`src/rtl/aes_ti_pkg.sv`:
```
package aes_ti_pkg;
    localparam int BYTE_W  = 8;
    localparam int LANES   = 4;
    localparam int WORD_W  = BYTE_W * LANES;
    localparam int FUNC_W  = 4;

    localparam logic [BYTE_W-1:0] GF_REDUCE = 8'h1B;
    localparam logic [BYTE_W-1:0] AFF_CONST = 8'h63;

    localparam logic [FUNC_W-1:0] OP_TBL0 = 4'd0;
    localparam logic [FUNC_W-1:0] OP_TBL1 = 4'd1;
    localparam logic [FUNC_W-1:0] OP_TBL2 = 4'd2;
    localparam logic [FUNC_W-1:0] OP_TBL3 = 4'd3;
    localparam logic [FUNC_W-1:0] OP_FIN0 = 4'd4;
    localparam logic [FUNC_W-1:0] OP_FIN1 = 4'd5;
    localparam logic [FUNC_W-1:0] OP_FIN2 = 4'd6;
    localparam logic [FUNC_W-1:0] OP_FIN3 = 4'd7;
    localparam logic [FUNC_W-1:0] OP_KEYX = 4'd8;
    localparam logic [FUNC_W-1:0] OP_SUBW = 4'd9;
    localparam logic [FUNC_W-1:0] OP_SBOX = 4'd10;
    localparam logic [FUNC_W-1:0] OP_TCOL = 4'd11;

    typedef enum logic {ST_IDLE, ST_DONE} ti_state_e;

    function automatic logic [BYTE_W-1:0] gf_xtime(input logic [BYTE_W-1:0] a);
        return {a[BYTE_W-2:0], 1'b0} ^ (a[BYTE_W-1] ? GF_REDUCE : '0);
    endfunction

    function automatic logic [BYTE_W-1:0] gf_mul(input logic [BYTE_W-1:0] a,
                                                 input logic [BYTE_W-1:0] b);
        logic [BYTE_W-1:0] acc;
        logic [BYTE_W-1:0] sh;
        acc = '0;
        sh  = a;
        for (int i = 0; i < BYTE_W; i++) begin
            if (b[i]) acc = acc ^ sh;
            sh = gf_xtime(sh);
        end
        return acc;
    endfunction

    function automatic logic [WORD_W-1:0] rotr_word(input logic [WORD_W-1:0] w,
                                                    input int n);
        logic [2*WORD_W-1:0] dbl;
        dbl = {w, w} >> n;
        return dbl[WORD_W-1:0];
    endfunction
endpackage

```
`src/rtl/aes_sbox_logic.sv`:
```
module aes_sbox_logic
    import aes_ti_pkg::*;
(
    input  logic [BYTE_W-1:0] byte_in,
    output logic [BYTE_W-1:0] sub_out
);
    logic [BYTE_W-1:0] p2, p3, p6, p12, p15, p30, p60, p120, p240, p252, inv;

    // x^254 = x^-1 in GF(2^8); zero maps to zero naturally
    always_comb begin
        p2   = gf_mul(byte_in, byte_in);
        p3   = gf_mul(p2, byte_in);
        p6   = gf_mul(p3, p3);
        p12  = gf_mul(p6, p6);
        p15  = gf_mul(p12, p3);
        p30  = gf_mul(p15, p15);
        p60  = gf_mul(p30, p30);
        p120 = gf_mul(p60, p60);
        p240 = gf_mul(p120, p120);
        p252 = gf_mul(p240, p12);
        inv  = gf_mul(p252, p2);
    end

    always_comb begin
        for (int i = 0; i < BYTE_W; i++) begin
            sub_out[i] = inv[i] ^ inv[(i+4)%BYTE_W] ^ inv[(i+5)%BYTE_W]
                       ^ inv[(i+6)%BYTE_W] ^ inv[(i+7)%BYTE_W] ^ AFF_CONST[i];
        end
    end

    // the inverse must multiply back to one for every nonzero input
    always_comb begin
        if (byte_in != '0) begin
            a_r3_inverse_ok: assert (gf_mul(byte_in, inv) == 8'h01);
        end
    end
endmodule

```
`src/rtl/aes_tword_gen.sv`:
```
module aes_tword_gen
    import aes_ti_pkg::*;
(
    input  logic [BYTE_W-1:0] byte_in,
    output logic [WORD_W-1:0] tword
);
    logic [BYTE_W-1:0] s;
    logic [BYTE_W-1:0] s2;

    aes_sbox_logic u_sbox (
        .byte_in (byte_in),
        .sub_out (s)
    );

    always_comb begin
        s2    = gf_xtime(s);
        tword = {s2, s, s, s2 ^ s};
    end
endmodule

```
`src/rtl/aes_tround_unit.sv`:
```
module aes_tround_unit
    import aes_ti_pkg::*;
(
    input  logic              clk,
    input  logic              rst_n,
    input  logic              start,
    input  logic [FUNC_W-1:0] func,
    input  logic [WORD_W-1:0] opa,
    input  logic [WORD_W-1:0] opb,
    output logic [WORD_W-1:0] result,
    output logic              done
);
    logic [WORD_W-1:0] tw   [LANES];
    logic [BYTE_W-1:0] sb   [LANES];
    logic [WORD_W-1:0] fin_w[LANES];
    logic [WORD_W-1:0] next_res;
    logic [WORD_W-1:0] result_q;
    ti_state_e         state_q, state_d;

    for (genvar g = 0; g < LANES; g++) begin : g_lane
        aes_tword_gen u_tw (
            .byte_in (opa[BYTE_W*g +: BYTE_W]),
            .tword   (tw[g])
        );
        // plain s lives in byte 2 of the base word
        assign sb[g] = tw[g][2*BYTE_W +: BYTE_W];
        // last round, row g: rotate so a plain-s byte lands on row g, mask the rest
        assign fin_w[g] = rotr_word(tw[0], BYTE_W * ((g + 2) % LANES))
                        & ({{(WORD_W-BYTE_W){1'b0}}, {BYTE_W{1'b1}}}
                           << (BYTE_W * (LANES - 1 - g)));
    end

    always_comb begin
        unique case (func)
            OP_TBL0: next_res = tw[0] ^ opb;
            OP_TBL1: next_res = rotr_word(tw[0], BYTE_W)   ^ opb;
            OP_TBL2: next_res = rotr_word(tw[0], 2*BYTE_W) ^ opb;
            OP_TBL3: next_res = rotr_word(tw[0], 3*BYTE_W) ^ opb;
            OP_FIN0: next_res = fin_w[0] ^ opb;
            OP_FIN1: next_res = fin_w[1] ^ opb;
            OP_FIN2: next_res = fin_w[2] ^ opb;
            OP_FIN3: next_res = fin_w[3] ^ opb;
            OP_KEYX: next_res = {sb[2] ^ opb[BYTE_W-1:0], sb[1], sb[0], sb[3]};
            OP_SUBW: next_res = {sb[3], sb[2], sb[1], sb[0]};
            OP_SBOX: next_res = {{(WORD_W-BYTE_W){1'b0}}, sb[0]};
            OP_TCOL: next_res = tw[3]
                              ^ rotr_word(tw[2], BYTE_W)
                              ^ rotr_word(tw[1], 2*BYTE_W)
                              ^ rotr_word(tw[0], 3*BYTE_W)
                              ^ opb;
            default: next_res = '0;
        endcase
    end

    always_comb begin
        unique case (state_q)
            ST_IDLE: state_d = start ? ST_DONE : ST_IDLE;
            ST_DONE: state_d = start ? ST_DONE : ST_IDLE;
            default: state_d = ST_IDLE;
        endcase
    end

    always_ff @(posedge clk) begin
        if (!rst_n) begin
            state_q  <= ST_IDLE;
            result_q <= '0;
        end else begin
            state_q <= state_d;
            if (start) result_q <= next_res;
        end
    end

    always_comb begin
        done   = (state_q == ST_DONE);
        result = result_q;
    end

    a_r2_done_after_start: assert property (@(posedge clk) disable iff (!rst_n)
        start |=> done);
    a_r2_no_spurious_done: assert property (@(posedge clk) disable iff (!rst_n)
        !start |=> !done);
    a_r2_result_hold: assert property (@(posedge clk) disable iff (!rst_n)
        !start |=> $stable(result));
    a_r5_fin_row0_keeps_rest: assert property (@(posedge clk) disable iff (!rst_n)
        (start && func == OP_FIN0) |=> (((result ^ $past(opb)) & 32'h00FF_FFFF) == '0));
    a_r9_unused_zero: assert property (@(posedge clk) disable iff (!rst_n)
        (start && func >= 4'd12) |=> (result == '0));
endmodule

```
`config.mk`:
```
export PLATFORM = sky130hd
export DESIGN_NAME = aes_tround_unit
export DESIGN_NICKNAME = d
export VERILOG_FILES = /design/src/rtl/aes_ti_pkg.sv /design/src/rtl/aes_sbox_logic.sv /design/src/rtl/aes_tword_gen.sv /design/src/rtl/aes_tround_unit.sv
export SDC_FILE = /design/constraint.sdc
export NUM_CORES = 2
export LEC_CHECK = 0
export BUFFER_PORTS_ARGS = -buffer_cell sky130_fd_sc_hd__buf_2
export CAP_MARGIN = 20
export CELL_PAD_IN_SITES_DETAIL_PLACEMENT = 1
export CELL_PAD_IN_SITES_GLOBAL_PLACEMENT = 1
export CORE_ASPECT_RATIO = 1.75
export CORE_MARGIN = 2
export CORE_UTILIZATION = 40
export CTS_CLUSTER_SIZE = 24
export DETAILED_ROUTE_END_ITERATION = 10
export PLACE_DENSITY_LB_ADDON = 0.12
export SLEW_MARGIN = 20
export SYNTH_ARGS = -nofsm -noshare
export SYNTH_HDL_FRONTEND = slang
export SYNTH_SLANG_ARGS = --single-unit
```
`constraint.sdc`:
```
create_clock -name clk -period 18.05 [get_ports clk]
set_input_delay 0 -clock clk [delete_from_list [all_inputs] [get_ports clk]]
set_output_delay 0 -clock clk [all_outputs]
set_load 0.05 [all_outputs]
```
* After elaboration in Yosys (flattened, before gate mapping)
Cells that the tools add are included.
** Operators by class
- Multiplexer cells :: 666
- Reduce and logical (&&, ||, !) cells :: 1
- Eq/ne operators :: 11
- Bitwise logic cells :: 765
** Operators by type and width (number)
- 8-bit 2-to-1 mux :: 352
- 8-bit bitwise XOR :: 317
- 8-bit by 5-bit bitwise XOR with 8-bit output :: 308
- 5-bit 2-to-1 mux :: 312
- 32-bit one-hot mux with 12 select lines :: 1
- 32-bit bitwise XOR :: 9
- 1-bit bitwise XOR :: 112
- 16-bit by 32-bit bitwise XOR with 32-bit output :: 1
- 24-bit by 32-bit bitwise XOR with 32-bit output :: 1
- 8-bit by 32-bit bitwise XOR with 32-bit output :: 1
- 4-bit by 3-bit == test with 1-bit output, second input constant :: 4
- 4-bit == test, second input constant :: 4
- 1-bit inverter :: 16
- 4-bit by 2-bit == test with 1-bit output, second input constant :: 2
- 4-bit by 1-bit == test with 1-bit output, second input constant :: 1
- 4-bit zero test :: 1
- 1-bit 2-to-1 mux :: 1
** Storage, ports and cells
- Output and inout port bits :: 33
- Flip-flop bits (word level) :: 33
- Input port bits :: 71
- Word-level logic and storage cells :: 1445

* Longest topological paths before layout
- Depth after elaboration :: 188
- Mapped depth :: 86
- Mapped depth without buffers :: 75

* Cells and area by module
From an unflattened synthesis, not the netlist that was laid out.
** Second synthesis, totals
- Cell total of the unflattened synthesis :: 5973
- Area total of the unflattened synthesis :: 48308.8 sq um
** By module, submodules not included
- aes_sbox_logic :: cells each 1315, area an instance 10617.7 sq um, times used 4, sequential area each 0.0 sq um
- aes_tround_unit :: cells each 613, area an instance 4842.1 sq um, times used 1, sequential area each 660.6 sq um
- aes_tword_gen :: cells each 25, area an instance 249.0 sq um, times used 4, sequential area each 0.0 sq um

* Least setup slack after synthesis
Ideal clock, no wire load.
- Path type :: input to register
- Start point :: input port opa[0]
- End point :: register result_q[3] (netlist: result[3])
- Arrival time :: 19622 ps
- Setup slack :: -1689 ps
- Setup time :: 117 ps
- Required time :: 17933 ps
- Stages on the path :: 83
- Buffers on the path :: 11
- Path through :: ha_1 buf_2 xnor2_1 nand2_1 xnor2_1 xor3_1 xor2_1 buf_4 nor2_1 xnor3_1 xnor2_2 xnor2_1 inv_1 clkbuf_1 ha_1 inv_1 xnor3_1 o21ai_0 [47 not listed] xnor3_1 xnor3_1 xnor3_1 buf_2 nor2_1 a31o_1 a311oi_1 xnor2_1 xnor3_1 xor2_1 xnor3_4 xor2_4 xnor3_1 nand2b_1 a32oi_1 xor2_1 a21oi_1 nor2_1
** On the way
- Word-level cells in the longest chain between the ends :: 178
- Elaborated cells on any way between the ends :: 334
- Those cells by class :: mux (160); bitwise (174)
** Ends and longest elaborated chain
- start, declared :: RTL line aes_tround_unit.sv:8 : input logic [WORD_W-1:0] opa,
- 8-bit 2-to-1 mux :: RTL line aes_ti_pkg.sv:36 : if (b[i]) acc = acc ^ sh;
- 8-bit bitwise XOR :: RTL line aes_ti_pkg.sv:36
- 8-bit 2-to-1 mux :: RTL line aes_ti_pkg.sv:36
- 8-bit bitwise XOR :: RTL line aes_ti_pkg.sv:36
- 8-bit 2-to-1 mux :: RTL line aes_ti_pkg.sv:36
- 8-bit bitwise XOR :: RTL line aes_ti_pkg.sv:36
- 8-bit 2-to-1 mux :: RTL line aes_ti_pkg.sv:36
- 8-bit bitwise XOR :: RTL line aes_ti_pkg.sv:36
- [160 not listed]
- 8-bit 2-to-1 mux * :: RTL line aes_ti_pkg.sv:36
- 1-bit bitwise XOR (2 in series) :: RTL line aes_sbox_logic.sv:26 : sub_out[i] = inv[i] ^ inv[(i+4)%BYTE_W] ^ inv[(i+5)%BYTE_W]
- 1-bit bitwise XOR (2 in series) :: RTL line aes_sbox_logic.sv:27 : ^ inv[(i+6)%BYTE_W] ^ inv[(i+7)%BYTE_W] ^ AFF_CONST[i];
- 5-bit 2-to-1 mux :: RTL line aes_ti_pkg.sv:26 : return {a[BYTE_W-2:0], 1'b0} ^ (a[BYTE_W-1] ? GF_REDUCE : '0);
- 8-bit bitwise XOR :: RTL line aes_ti_pkg.sv:26
- 32-bit bitwise XOR / 8-bit bitwise XOR (equally long branches) :: RTL line aes_tround_unit.sv:49, aes_tword_gen.sv:17
- 32-bit bitwise XOR (on tied branches) :: RTL line aes_tround_unit.sv:50, aes_tround_unit.sv:35
- 32-bit one-hot mux with 12 select lines * :: RTL line aes_tround_unit.sv:34 : unique case (func)
- end signal, assigned :: RTL line aes_tround_unit.sv:69 : if (start) result_q <= next_res;
- end, declared :: RTL line aes_tround_unit.sv:17 : logic [WORD_W-1:0] result_q;
Every way passes the cells marked *; elsewhere a longest branch is shown, timed or not.
A chain may end at the register's enable or synchronous reset.

* Worst setup path in the final report
- Start point :: input port opa[7]
- End point :: register result_q[19] (netlist: result[19])
** On the way
- Word-level cells in the longest chain between the ends :: 178
- Elaborated cells on any way between the ends :: 337
- Those cells by class :: mux (163); bitwise (174)
** Ends and longest elaborated chain
- 5-bit 2-to-1 mux / 8-bit 2-to-1 mux (equally long branches) :: RTL line aes_ti_pkg.sv:26, aes_ti_pkg.sv:36
- 8-bit by 5-bit bitwise XOR with 8-bit output / 8-bit bitwise XOR (equally long branches) :: RTL line aes_ti_pkg.sv:26, aes_ti_pkg.sv:36
- 8-bit bitwise XOR / 8-bit 2-to-1 mux (equally long branches) :: RTL line aes_ti_pkg.sv:36
- 8-bit 2-to-1 mux / 8-bit bitwise XOR (equally long branches) :: RTL line aes_ti_pkg.sv:36
- 8-bit bitwise XOR / 8-bit 2-to-1 mux (equally long branches) :: RTL line aes_ti_pkg.sv:36
- 8-bit 2-to-1 mux / 8-bit bitwise XOR (equally long branches) :: RTL line aes_ti_pkg.sv:36
- 8-bit bitwise XOR / 8-bit 2-to-1 mux (equally long branches) :: RTL line aes_ti_pkg.sv:36
- 8-bit 2-to-1 mux / 8-bit bitwise XOR (equally long branches) :: RTL line aes_ti_pkg.sv:36
- [160 not listed]
- 8-bit 2-to-1 mux * :: RTL line aes_ti_pkg.sv:36
- 1-bit bitwise XOR (2 in series) :: RTL line aes_sbox_logic.sv:26
- 1-bit bitwise XOR (2 in series) :: RTL line aes_sbox_logic.sv:27
- 5-bit 2-to-1 mux :: RTL line aes_ti_pkg.sv:26
- 8-bit bitwise XOR :: RTL line aes_ti_pkg.sv:26
- 8-bit bitwise XOR :: RTL line aes_tword_gen.sv:17 : tword = {s2, s, s, s2 ^ s};
- 32-bit bitwise XOR :: RTL line aes_tround_unit.sv:37 : OP_TBL2: next_res = rotr_word(tw[0], 2*BYTE_W) ^ opb;
- 32-bit one-hot mux with 12 select lines * :: RTL line aes_tround_unit.sv:34
Marks and branches as above.

==> impl_metrics.json <==
{
  "drt.antenna.violating_nets": 0,
  "largest_net_degree_at_the_start_of_global_routing": 43,
  "max_freq_ghz": 0.0570,
  "most_common_cell_after_layout_fill_and_taps_aside": "buf_4",
  "global_route.overflow_total": 0,
  "worst_hold_path_type": "in -> reg",
  "final_net_count": 7546,
  "yosysSeqAreaShare": 0.0126,
  "drt_first_iter_violations": 2505,
  "synthFlopType": "dfxtp_1",
  "detailroute.via_count": 52500,
  "drive_gt1_frac": 0.302,
  "drv_cap": 0,
  "synth_area_mm2": 0.0522,
  "cts_max_path_buffers": 2,
  "worst_skew_pair_later_pin_latency_ns": 0.30,
  "grt_setup_unrepaired": "yes",
  "worst_path_dominant_cell_family": "XOR/XNOR gates",
  "synthesis.instances": 6586,
  "cts_made_buffers": 5,
  "dr.pass1.iters": 6,
  "multiInputGateArea_mm2": 0.0534,
  "sequential_cell_area_um2": 661,
  "die_y_um": 482,
  "worst_slew_pin_slew_ns": 1.17,
  "run_status": "complete, no violations",
  "gpl.final_weighted_congestion": 0.940,
  "syn_nets": 6685,
  "max_stage_delay_cell_worst_path": "xnor3_2",
  "synth-warning-count": 0,
  "port_buffers": 103,
  "layout-area-overhead-vs-synth_pct": 27.9,
  "cts_sinks": 33,
  "most_used_cell_cp": "buf_4",
  "layout.cells.most_common_list": "buf_4, xnor2_1, nor2_1",
  "final_hpwl_dp_um": 158000,
  "maxSlewViolCount": 0,
  "maxSlewHeadroom": 0.218,
  "routed_wirelength_um": 202000,
  "ioPinCount": 104,
  "cts_hold_repair.buffers": 0,
  "worstPathRequired_ns": 18.19,
  "final-hold-violation-count": 0,
  "core.rowCount": 175,
  "drc": 0,
  "finalCritPeriodShare": 0.972,
  "crit_arrival_ns": 17.69,
  "path_max_fanout": 14,
  "fill_cells": 15500,
  "yosysUniqueCellTypes": 132,
  "timing.critical_path.to_type": "flop",
  "wl_per_cell_um": 22.1,
  "clock_skew_ns": 0,
  "final_period_minus_worst_setup_slack_ns": 17.55,
  "cts_tree": "done",
  "setup_viol": 0,
  "core_mm2": 0.130,
  "synth.avg_cell_area_um2": 7.93,
  "slowest_delay_ns": 0.54,
  "cp_num_buf_inv": 17,
  "grt_pass1_wl_um": 307000,
  "first_global_vias": 55000,
  "ctsHtreeMaxLevel": 2,
  "initial_core_util": 0.402,
  "start_kind": "input pin",
  "regToRegSetupSlack_ns": 16.54,
  "die_x_um": 277,
  "grt.total_usage": 0.284,
  "worstSetupPathType": "in -> reg",
  "cts-root-buf": "clkbuf_16",
  "hold_slack_ns": 0.00877,
  "synth-edff-count": 0,
  "worst_setup_hold_path_clk_slew_ns": 0.07,
  "synth_async_sr_flop_share": 0,
  "synth_seq_cells": 33,
  "die_area_mm2": 0.134,
  "via_per_inst": 5.75,
  "antenna_found_initial": 10
}
-- routing by layer --
layer / GRT usage / wire length (µm) / up-vias
met3: 0.0168 / 6420 / 538
met5: 0 / 49 / -
met4: 0.115 / 9810 / 8
met2: 0.568 / 110000 / 1183
li1: - / - / 24600
met1: 0.306 / 75700 / 26200
-- logic make-up (layout without fill, tap and decap cells) --
group | after synthesis | count (layout) | share of synthesized area
XOR/XNOR | 2193 | 2193 | 0.519
AND/OR/NAND/NOR | 2187 | 2187 | 0.192
AO/OA/AOI/OAI | 1358 | 1358 | 0.178
buffers and inverters | 559 | 1421 | 0.0473
multiplexers | 226 | 226 | 0.0442
flip-flops | 33 | 33 | 0.0126
adder cells (fa/ha/maj) | 30 | 30 | 0.00709
other | 0 | 3 | 0
-- registers in the layout, summed over array words and instances (netlist names) --
name    flops
result     32
done        1
-- stage by stage --
stage                      util  cells  setup slack (ns)  TNS (ns)  area, µm²
final                     0.515   9132             0.503         0      66800
after CTS                 0.480   8941           0.00165         0      62300
after floorplan               -   6586           0.00274         0      53100
after global placement    0.472   8905             -1.07    -25.60      61200
after global routing      0.515   9129            -0.312     -5.98      66800
after detailed placement  0.472   8905             -1.12    -28.37      61200
-- synth_stat cells (20+ instances only) --
cell type | instances | area [µm²]
xnor2_1 | 1192 | 10400
nor2_1 | 764 | 2870
nand2_1 | 663 | 2490
xor2_1 | 381 | 3340
xnor3_1 | 364 | 8200
a21oi_1 | 363 | 1820
clkbuf_1 | 238 | 893
o21ai_0 | 208 | 1040
mux2i_1 | 189 | 1890
nor3_1 | 158 | 791
buf_2 | 133 | 666
nand3_1 | 130 | 651
xnor2_2 | 98 | 1590
nand2b_1 | 79 | 494
inv_1 | 74 | 278
o21ai_1 | 69 | 345
nor2b_1 | 68 | 425
o22ai_1 | 66 | 413
xor3_1 | 62 | 1470
a211oi_1 | 59 | 443
o211ai_1 | 57 | 428
and2_1 | 55 | 344
o221ai_1 | 48 | 420
a22oi_1 | 45 | 338
a31oi_1 | 44 | 275
and3_1 | 44 | 275
buf_4 | 43 | 323
xor2_2 | 40 | 651
dfxtp_1 | 33 | 661
or3_1 | 33 | 206
a221oi_1 | 31 | 272
mux2_2 | 30 | 338
ha_1 | 28 | 350
o21a_1 | 28 | 210
buf_1 | 27 | 101
inv_2 | 27 | 101
nor4_1 | 27 | 169
xnor3_2 | 27 | 642
nor3b_1 | 25 | 188
nand4_1 | 24 | 150
a21o_1 | 22 | 165
a211o_1 | 20 | 175
-- worst reg2reg max path: cells and delay by family (launching register included) --
family | cells | cell delay (ns)
flops | 1 | 0.33
compound gates | 3 | 1.00
simple gates | 1 | 0.07
-- cell type report --
type,instances,share of cell area
diodes,3,0.000112
clock buffers,5,0.00187
clock inverters,3,0.000693
inverters,112,0.00637
multi-input cells,5994,0.799
flip-flops and latches,33,0.00989
well taps,1681,0.0315
repair buffers,1301,0.151
-- final timing paths --
| path | start | to | cells past startpoint |
|---|---|---|---|
| max | opa[7] | result[19] | 76 |
| min | rst_n | done | 2 |
| max reg2reg | result[14] | result[14] | 4 |
| min reg2reg | result[15] | result[15] | 2 |
-- what timing repair did --
action	in CTS	in global routing
pin swaps	21	258
cloned	0	2
setup buffers	28	186
endpoints found under the hold margin	0	0
endpoints found under the setup margin	32	32
gates resized for setup	101	560
Power is left out: the tool's default activity adds up to more than one toggle a clock period on the data nets, which glitch-free logic cannot reach.
